<file path="src/rtl/interval_timer_pkg.sv">
package interval_timer_pkg;
   // word indices (after dropping the two byte-lane bits)
   localparam int unsigned WIDX_STATUS = 0;
   localparam int unsigned WIDX_CTRL   = 1;
   localparam int unsigned WIDX_PERIOD = 2;
   localparam int unsigned WIDX_SNAP   = 3;

   // control word bit positions
   localparam int unsigned CB_IEN  = 0;
   localparam int unsigned CB_CONT = 1;
   localparam int unsigned CB_GO   = 2;
   localparam int unsigned CB_HALT = 3;

   // status word bit positions
   localparam int unsigned SB_TMO = 0;
   localparam int unsigned SB_RUN = 1;

   typedef struct packed {
      logic status;
      logic ctrl;
      logic period;
   } itmr_wstb_t;
endpackage

</file>
<file path="src/rtl/itmr_decode.sv">
module itmr_decode
   import interval_timer_pkg::*;
#(
   parameter int unsigned DATA_W = 32,
   parameter int unsigned ADDR_W = 5
) (
   input  logic              wr_en,
   input  logic [ADDR_W-1:0] addr,
   input  logic [DATA_W-1:0] status_word,
   input  logic [DATA_W-1:0] ctrl_word,
   input  logic [DATA_W-1:0] period_word,
   input  logic [DATA_W-1:0] count_word,
   output itmr_wstb_t        wstb,
   output logic [DATA_W-1:0] rdata
);
   localparam int unsigned IDX_W = ADDR_W - 2;

   logic [IDX_W-1:0] idx;
   logic             low_hit;
   logic [1:0]       sel;

   assign idx = addr[ADDR_W-1:2];
   assign sel = idx[1:0];

   generate
      if (IDX_W > 2) begin : g_wide_map
         assign low_hit = (idx[IDX_W-1:2] == '0);
      end else begin : g_exact_map
         assign low_hit = 1'b1;
      end
   endgenerate

   always_comb begin
      wstb        = '0;
      wstb.status = wr_en && low_hit && (sel == 2'(WIDX_STATUS));
      wstb.ctrl   = wr_en && low_hit && (sel == 2'(WIDX_CTRL));
      wstb.period = wr_en && low_hit && (sel == 2'(WIDX_PERIOD));
   end

   always_comb begin
      rdata = '0;
      if (low_hit) begin
         unique case (sel)
            2'(WIDX_STATUS): rdata = status_word;
            2'(WIDX_CTRL):   rdata = ctrl_word;
            2'(WIDX_PERIOD): rdata = period_word;
            default:         rdata = count_word;
         endcase
      end
   end
endmodule

</file>
<file path="src/rtl/itmr_regs.sv">
module itmr_regs
   import interval_timer_pkg::*;
#(
   parameter int unsigned DATA_W = 32
) (
   input  logic              clk,
   input  logic              rst_n,
   input  itmr_wstb_t        wstb,
   input  logic [DATA_W-1:0] wdata,
   input  logic              expire,
   output logic [DATA_W-1:0] ctrl_q,
   output logic [DATA_W-1:0] period_q,
   output logic              tmo_q
);
   always_ff @(posedge clk) begin
      if (!rst_n) begin
         ctrl_q   <= '0;
         period_q <= '0;
         tmo_q    <= 1'b0;
      end else begin
         if (wstb.ctrl)   ctrl_q   <= wdata;
         if (wstb.period) period_q <= wdata;
         if (expire)           tmo_q <= 1'b1;
         else if (wstb.status) tmo_q <= 1'b0;
      end
   end
endmodule

</file>
<file path="src/rtl/itmr_counter.sv">
module itmr_counter
   import interval_timer_pkg::*;
#(
   parameter int unsigned DATA_W = 32
) (
   input  logic              clk,
   input  logic              rst_n,
   input  itmr_wstb_t        wstb,
   input  logic [DATA_W-1:0] wdata,
   input  logic [DATA_W-1:0] period_q,
   input  logic              cont,
   output logic [DATA_W-1:0] cnt_q,
   output logic              run_q,
   output logic              expire
);
   localparam logic [DATA_W-1:0] ONE = DATA_W'(1);

   logic go, halt;

   assign go     = wstb.ctrl && wdata[CB_GO];
   assign halt   = wstb.ctrl && wdata[CB_HALT];
   assign expire = run_q && (cnt_q <= ONE);

   always_ff @(posedge clk) begin
      if (!rst_n) begin
         cnt_q <= '0;
         run_q <= 1'b0;
      end else begin
         if (wstb.period)  cnt_q <= wdata;
         else if (expire)  cnt_q <= cont ? period_q : '0;
         else if (run_q)   cnt_q <= cnt_q - ONE;

         if (halt)                 run_q <= 1'b0;
         else if (go)              run_q <= 1'b1;
         else if (expire && !cont) run_q <= 1'b0;
      end
   end
endmodule

</file>
<file path="src/rtl/interval_timer.sv">
module interval_timer
   import interval_timer_pkg::*;
#(
   parameter int unsigned DATA_W = 32,
   parameter int unsigned ADDR_W = 5
) (
   input  logic              clk,
   input  logic              rst_n,
   input  logic              wr_en,
   input  logic [ADDR_W-1:0] addr,
   input  logic [DATA_W-1:0] wdata,
   output logic [DATA_W-1:0] rdata,
   output logic              irq
);
   generate
      if (DATA_W < 4) begin : g_bad_data_w
         $error("interval_timer: DATA_W must be at least 4");
      end
      if (ADDR_W < 4) begin : g_bad_addr_w
         $error("interval_timer: ADDR_W must be at least 4");
      end
   endgenerate

   itmr_wstb_t        wstb;
   logic [DATA_W-1:0] ctrl_q, period_q, cnt_q, status_w;
   logic              tmo_q, run_q, expire;

   assign status_w = DATA_W'({run_q, tmo_q});
   assign irq      = tmo_q && ctrl_q[CB_IEN];

   itmr_decode #(.DATA_W(DATA_W), .ADDR_W(ADDR_W)) u_decode (
      .wr_en       (wr_en),
      .addr        (addr),
      .status_word (status_w),
      .ctrl_word   (ctrl_q),
      .period_word (period_q),
      .count_word  (cnt_q),
      .wstb        (wstb),
      .rdata       (rdata)
   );

   itmr_regs #(.DATA_W(DATA_W)) u_regs (
      .clk      (clk),
      .rst_n    (rst_n),
      .wstb     (wstb),
      .wdata    (wdata),
      .expire   (expire),
      .ctrl_q   (ctrl_q),
      .period_q (period_q),
      .tmo_q    (tmo_q)
   );

   itmr_counter #(.DATA_W(DATA_W)) u_counter (
      .clk      (clk),
      .rst_n    (rst_n),
      .wstb     (wstb),
      .wdata    (wdata),
      .period_q (period_q),
      .cont     (ctrl_q[CB_CONT]),
      .cnt_q    (cnt_q),
      .run_q    (run_q),
      .expire   (expire)
   );
endmodule

</file>
<file path="config.mk">
export PLATFORM = sky130hd
export DESIGN_NAME = interval_timer
export DESIGN_NICKNAME = d
export VERILOG_FILES = /design/src/rtl/interval_timer_pkg.sv /design/src/rtl/itmr_decode.sv /design/src/rtl/itmr_regs.sv /design/src/rtl/itmr_counter.sv /design/src/rtl/interval_timer.sv
export SDC_FILE = /design/constraint.sdc
export NUM_CORES = 1
export LEC_CHECK = 0
export ABC_AREA = 1
export CAP_MARGIN = 0
export CORE_ASPECT_RATIO = 1.5
export CORE_MARGIN = 2
export CORE_UTILIZATION = 30
export CTS_BUF_LIST = sky130_fd_sc_hd__clkbuf_4
export DETAILED_ROUTE_END_ITERATION = 10
export PLACE_DENSITY_LB_ADDON = 0.08
export SYNTH_ARGS = -nofsm -noshare
export SYNTH_HDL_FRONTEND = slang
export SYNTH_SLANG_ARGS = --single-unit
export TNS_END_PERCENT = 100
</file>
<file path="constraint.sdc">
create_clock -name clk -period 2.2 [get_ports clk]
set_input_delay 0.44 -clock clk [delete_from_list [all_inputs] [get_ports clk]]
set_output_delay 0.44 -clock clk [all_outputs]
set_load 0.01 [all_outputs]
</file>
==> impl_metrics.json, run 1 <==
{
  "grt_overflow": 0,
  "cp_data_arrival_time_ns": 1.71,
  "die-width_um": 119.2,
  "synth_xor_xnor_area_share_pct": 2.200,
  "timing.max_cap.violations": 0,
  "critical_path.slowest_cell": "clkdlybuf4s50_1",
  "drc_errors": 0,
  "first_pass_iters": 5,
  "timing.reg2reg.setup_slack_ns": 0.12,
  "initial_cell_density_of_the_core_pct": 30.43,
  "drive_gt1_share_pct": 12.90,
  "fp.coreArea_um2": 19630,
  "tritoncts": "yes",
  "kind_of_start_point_of_the_critical_path": "input pin",
  "ctsLongestPathBuffers": 2,
  "dr.first_iter.drc_count": 361,
  "status": "completed",
  "number_of_antenna_violations_at_the_first_check_in_global_routing": 1,
  "cts-htree-levels": 3,
  "post_route_setup_tns_ns": 0,
  "cts-buffers-inserted": 9,
  "numClockSinks": 98,
  "post_synth_and_or_nand_nor_area_fraction_pct": 36.85,
  "compound_cell_area_share_of_the_yosys_netlist_pct": 15.78,
  "slew_viol_final": 0,
  "top_level_ports": 73,
  "type_of_destination_of_the_critical_path": "primary output",
  "period_minus_slack_ns": 2.151,
  "worst_hold_path.endpoint": "u_regs.ctrl_q[3]",
  "synth.yosys.seq_area_share_pct": 32.85,
  "buf_inv_stages_crit_path": 4,
  "worstRegToRegCells": 9,
  "layout_worst_path_cycle_share_pct": 97.77,
  "regArea_um2": 1963,
  "fmax_mhz": 464.9,
  "gpl.final_weighted_congestion": 0.9572,
  "height_of_the_die_um": 176.8,
  "finalHoldViolations": 0,
  "hold_path.class": "register to register",
  "routed_wirelength_mm": 23.39,
  "worst_path_dominant_cell_family": "buffers and inverters",
  "max-vdd-ir-drop_mv": 0.2004,
  "syn_inst": 995,
  "grt_overall_usage_pct": 22.60,
  "ys_seq_elements": 98,
  "crit_fanout": 5,
  "final_count_of_negative_setup_slack_endpoints": 0,
  "finalPower_mw": 4.476,
  "maximum_number_of_pins_on_one_net_before_global_route_repair": 68,
  "maxSlewHeadroom_pct": 68.85,
  "critical_path.max_stage_delay_ns": 0.41,
  "multi_input_comb_area_um2": 3322,
  "synthesis.area_um2": 5972,
  "cell_leakage_power_nw": 3.457,
  "synth_mux_area_share_pct": 0,
  "route.vias.total": 6491,
  "clock-root-buffer": "clkbuf_4",
  "final.setup_skew_ns": 0.03209,
  "worst_pin_slew_ns": 0.4672,
  "num_rows": 63,
  "min_delay_path_depth": 2,
  "r2r_start": "u_counter.cnt_q[1]",
  "first_global_vias": 6552,
  "io_buffer_count": 70,
  "detail-route-antenna-nets": 0,
  "detailed_place_hpwl_mm": 16.56,
  "r2r_end": "u_counter.cnt_q[2]",
  "synthesis.area_per_instance_um2": 6.002,
  "wl_per_cell_um": 17.28,
  "worst_hold_check_slack_ns": 0.4797,
  "synth.lib_cells_used.distinct": 30,
  "viasPerCell": 4.794,
  "crit_type": "input pin to primary output",
  "clock_insertion_delay_worst_skew_ns": 0.49,
  "cts-hold-fix-buffers": 0,
  "synth_fa_ha_area_share_pct": 0.4190,
  "synth_top_family_by_area": "simple AND/OR/NAND/NOR gates",
  "grt_setup_unrepaired": "yes",
  "worst_setup_hold_path_clk_slew_ns": 0.16,
  "critical_path.cell_chain": "clkdlybuf4s50_1, inv_2, o21ai_0, buf_4, nor3_1, clkdlybuf4s15_2",
  "area_delta_synth_final_pct": 25.85,
  "hp-start": "u_regs.ctrl_q[3]",
  "fillers": 2207,
  "first_pass_grt_wire_length_mm": 36.65,
  "ys_warn_count": 0,
  "pwr_density_cell_nw_per_um2": 595.6,
  "required_worst_endpoint_ns": 1.76,
  "die-area_um2": 21070,
  "nNetsFinal": 1130,
  "synth_nets": 1037
}
## cells by family (layout without fill, tap and decap cells)
| logic type | Yosys count | after routing |
|---|---|---|
| AND/OR/NAND/NOR | 527 | 528 |
| buffers and inverters | 177 | 274 |
| AO/OA/AOI/OAI | 176 | 176 |
| flip-flops | 98 | 98 |
| XOR/XNOR | 15 | 15 |
| adder cells (fa/ha/maj) | 2 | 2 |
| other | 0 | 1 |
## flip-flops by register name, indices dropped and copies added, names as in the netlist
name             cells
u_counter.cnt_q     32
u_counter.run_q      1
u_regs.ctrl_q       32
u_regs.period_q     32
u_regs.tmo_q         1
## cell type report
cell class,instances,area share (%)
multi-input combinational,721,44.20
clock inverter,6,0.8657
antenna,1,0.03329
inverter,125,6.243
clock buffer,10,0.9988
sequential,98,26.12
tap,260,4.328
timing repair buffer,133,17.21
## power by group
group	internal, mW	switching (mW)
registers	1.83	0.0520
logic	0.576	0.973
clock network	0.362	0.681
total	2.77	1.71
## worst max-delay path by stage
stage	endpoint	slack (ns)	depth (start not counted)	startpoint
after floorplan	rdata[15]	0.38	5	addr[3]
after detailed placement	rdata[21]	-0.49	9	addr[3]
final	rdata[5]	0.05	6	addr[4]
after CTS	rdata[26]	-0.07	11	addr[3]
after global routing	u_counter.cnt_q[23]	-0.03	9	u_counter.cnt_q[31]
after global placement	rdata[18]	-0.47	9	addr[3]
## timing repair
action / CTS / global route
pin swaps: 3 / 15
setup endpoints to repair: 32 / 30
buffers inserted: 11 / 1
cloned: 2 / 1
gates resized for setup: 110 / 23
## cells in the mapped netlist
cell,n,area (µm²)
nor2_2,10,62.56
a21oi_1,68,340.3
buf_4,3,22.52
nand3_1,73,365.4
inv_1,120,450.4
nand2_2,3,18.77
inv_2,5,18.77
ha_1,2,25.02
dfxtp_1,98,1962
nand3_4,1,17.52
o211ai_1,20,150.1
buf_1,5,18.77
nand4_2,1,12.51
nor3_1,5,25.02
nor3b_1,1,7.510
o21ai_0,76,380.4
buf_6,2,22.52
clkbuf_1,26,97.59
o22ai_1,5,31.28
xnor2_1,1,8.760
o21ai_1,5,25.02
nor2_8,1,20.02
nor2_4,5,56.30
o2111ai_1,1,8.760
nand2_1,299,1122
nor2_1,123,461.7
a31oi_1,1,6.260
buf_2,16,80.08
xor2_1,14,122.6
nand4_1,5,31.28
## layer usage
metal | share of wire, % | GRT usage, % | routed length (µm)
met1 | 42 | 25.91 | 9768
met3 | 3.0 | 2.835 | 703
met4 | 2.5 | 7.937 | 591
met2 | 53 | 42.62 | 12330
met5 | 0 | 0 | 0
## through the flow
step	utilization, %	setup slack (ns)	area, µm²	std cells
after CTS	38.55	-0.07316	7566	1352
after floorplan	-	0.3788	5972	995
final	38.29	0.04909	7516	1354
after global routing	38.29	-0.03036	7516	1354
after detailed placement	37.16	-0.4894	7295	1323
after global placement	37.16	-0.4685	7295	1323
## tightest hold or removal path, cell delays in order, from the launching register on
cell     delay, ns
dfxtp_1       0.34
nand2_1       0.06
a21oi_1       0.06
## cell usage in the layout (no fill, tap or decap), types with 14 or more instances in the layout
master | netlist | routed
a21oi_1 | 68 | 68
xor2_1 | 14 | 14
nand2_1 | 299 | 297
o21ai_0 | 76 | 72
clkdlybuf4s50_1 | 0 | 36
nand3_1 | 73 | 73
buf_12 | 0 | 14
o211ai_1 | 20 | 20
dfxtp_1 | 98 | 97
buf_4 | 3 | 42
buf_2 | 16 | 19
inv_1 | 120 | 117
nor2_1 | 123 | 123
(Power assumes the default switching activity.)
==> run 2, diff against run 1 <==
Settings changed: HOLD_SLACK_MARGIN set to 0.12, SKIP_LAST_GASP set to 1.
==> run 2 against run 1 <==
Clock power is essentially flat. Utilization shrank 0.41 points. Hold slack is essentially flat. Register-to-register slack is essentially flat. Sequential power is essentially flat. Critical path depth is the same. Power shrank 0.31%. Sequential share of layout area grew 0.29 points. Count of clock-buffer cells in the layout is the same. Critical path type unchanged. Critical endpoint unchanged.
==> impl_metrics.json, run 2 (same netlist as run 1, synthesis figures left out) <==
{
  "route.vias.total": 6475,
  "detailed_place_hpwl_mm": 16.56,
  "kind_of_start_point_of_the_critical_path": "input pin",
  "first_pass_grt_wire_length_mm": 36.65,
  "timing.max_cap.violations": 0,
  "gpl.final_weighted_congestion": 0.9572,
  "worst_pin_slew_ns": 0.4647,
  "viasPerCell": 4.793,
  "cts-hold-fix-buffers": 0,
  "buf_inv_stages_crit_path": 4,
  "setup_slack_ns": 0.04926,
  "num_rows": 63,
  "drc_errors": 0,
  "drive_gt1_share_pct": 12.48,
  "cts-buffers-inserted": 9,
  "layout.cells.most_common": "nand2_1",
  "power.internal_mw": 2.758,
  "crit_type": "input pin to primary output",
  "critical_path.max_stage_delay_ns": 0.41,
  "final_count_of_negative_setup_slack_endpoints": 0,
  "first_global_vias": 6550,
  "die-width_um": 119.2,
  "maximum_number_of_pins_on_one_net_before_global_route_repair": 68,
  "height_of_the_die_um": 176.8,
  "share_comb_of_total_power_pct": 34.3,
  "power.sequential.fraction_pct": 42.2,
  "io_buffer_count": 70,
  "grt_overall_usage_pct": 22.60,
  "largestRegisters": "u_counter.cnt_q: 32 flops, u_regs.ctrl_q: 32 flops, u_regs.period_q: 32 flops",
  "grt_setup_unrepaired": "yes",
  "required_worst_endpoint_ns": 1.76,
  "wl_per_cell_um": 17.26,
  "cts-htree-levels": 3,
  "ctsLongestPathBuffers": 2,
  "nNetsFinal": 1127,
  "layout_worst_path_cycle_share_pct": 97.76,
  "grt_overflow": 0,
  "clock-root-buffer": "clkbuf_4",
  "worst_setup_hold_path_clk_slew_ns": 0.16,
  "dr.first_iter.drc_count": 390,
  "clock_insertion_delay_worst_skew_ns": 0.49,
  "detail-route-antenna-nets": 0,
  "number_of_antenna_violations_at_the_first_check_in_global_routing": 1,
  "critical_path.slowest_cell": "clkdlybuf4s50_1",
  "tritoncts": "yes",
  "status": "completed",
  "post_layout_nonfiller_instances": 1351,
  "first_pass_iters": 4,
  "fp.coreArea_um2": 19630,
  "numClockSinks": 98,
  "pwr_density_cell_nw_per_um2": 600.3,
  "finalHoldViolations": 0,
  "area_delta_synth_final_pct": 24.49,
  "cp_data_arrival_time_ns": 1.71,
  "top_level_ports": 73,
  "placedCellCount": 1323,
  "initial_cell_density_of_the_core_pct": 30.43,
  "clockPowerShare_pct": 23.5,
  "cell_leakage_power_nw": 3.421,
  "type_of_destination_of_the_critical_path": "primary output",
  "detailedPlace.worstSlack_ns": -0.4894,
  "final_cell_mix": "nand2_1, nor2_1, inv_1, dfxtp_1, nand3_1",
  "final.setup_skew_ns": 0.03091,
  "final_instance_area_um2": 7435,
  "maxSlewHeadroom_pct": 69.02,
  "worst_path_dominant_cell_family": "buffers and inverters",
  "crit_fanout": 5,
  "max-vdd-ir-drop_mv": 0.1988,
  "critical_path.cell_chain": "clkdlybuf4s50_1, inv_2, o21ai_0, buf_4, nor3_1, clkdlybuf4s15_2",
  "post_dp_cell_area_um2": 7295,
  "power_switching_mw": 1.705,
  "period_minus_slack_ns": 2.151,
  "fmax_mhz": 465.0,
  "routed_wirelength_mm": 23.32,
  "hold_path.class": "register to register",
  "die-area_um2": 21070,
  "slew_viol_final": 0,
  "power_switching_share_pct": 38.20
}
[run 2: cell types whose count changed in the layout (fill, tap and decap cells not counted), sizes merged]
cell	delta
buf	-14
clkbuf	+11
[run 2: routing by layer]
| layer | track usage [%] | routed length (µm) | up-vias |
|---|---|---|---|
| li1 | - | - | 3315 |
| met1 | 25.91 | 9719 | 2993 |
| met2 | 42.62 | 12250 | 132 |
| met3 | 2.835 | 740 | 35 |
| met4 | 7.937 | 610 | 0 |
| met5 | 0 | 0 | - |
[run 2: worst register-to-register path: cells and delay by family (launching register included)]
kind                       cells  cell delay (ns)
AOI/OAI and AO/OA              2             0.25
adders and majority gates      1             0.21
buffers and inverters          2             0.29
DFF                            1             0.33
and+or+nand+nor                4             0.93
[run 2: layout make-up]
type | count | area, µm²
well taps | 260 | 325.3
repair buffers | 130 | 1215
clock buffers | 10 | 75.07
multi-input cells | 721 | 3319
fillers | 2222 | 12190
flip-flops and latches | 98 | 1963
diodes | 1 | 2.502
inverters | 125 | 469.2
clock inverters | 6 | 65.06
[run 2: power by group through the flow]
stage	Clock (mW)	Sequential (mW)	Combinational, mW
2_1_floorplan	0	1.90	0.968
3_3_place_gp	0	1.92	1.51
3_5_place_dp	0	1.92	1.51
4_1_cts	1.07	1.88	1.55
5_1_grt	1.14	1.89	1.72
6_report	1.05	1.88	1.53
[run 2: final timing paths]
| kind | start | end | slack (ns) | cells past startpoint |
|---|---|---|---|---|
| worst max-delay path | addr[4] | rdata[5] | 0.05 | 6 |
| worst min-delay path | u_regs.ctrl_q[3] | u_regs.ctrl_q[3] | 0.48 | 2 |
| worst max register to register | u_counter.cnt_q[1] | u_counter.cnt_q[27] | 0.11 | 9 |
| worst min register to register | u_regs.ctrl_q[3] | u_regs.ctrl_q[3] | 0.48 | 2 |
[run 2: what timing repair did]
action,4_1_cts,5_1_grt
pin swaps,2,11
buffers inserted,11,0
setup endpoints to repair,32,28
gates resized for setup,70,52
gates cloned,2,1
[run 2: stage by stage]
step                utilization (%)  hold WS (ns)  total power [mW]  setup TNS, ns
floorplan                         -        0.4454             2.871              0
global placement              37.16        0.4544             3.435         -16.52
detailed placement            37.16        0.4597             3.428         -17.82
CTS                           38.51        0.4804             4.499         -1.347
global route                  37.88        0.5076             4.748        -0.2274
finish                        37.88        0.4802             4.463              0
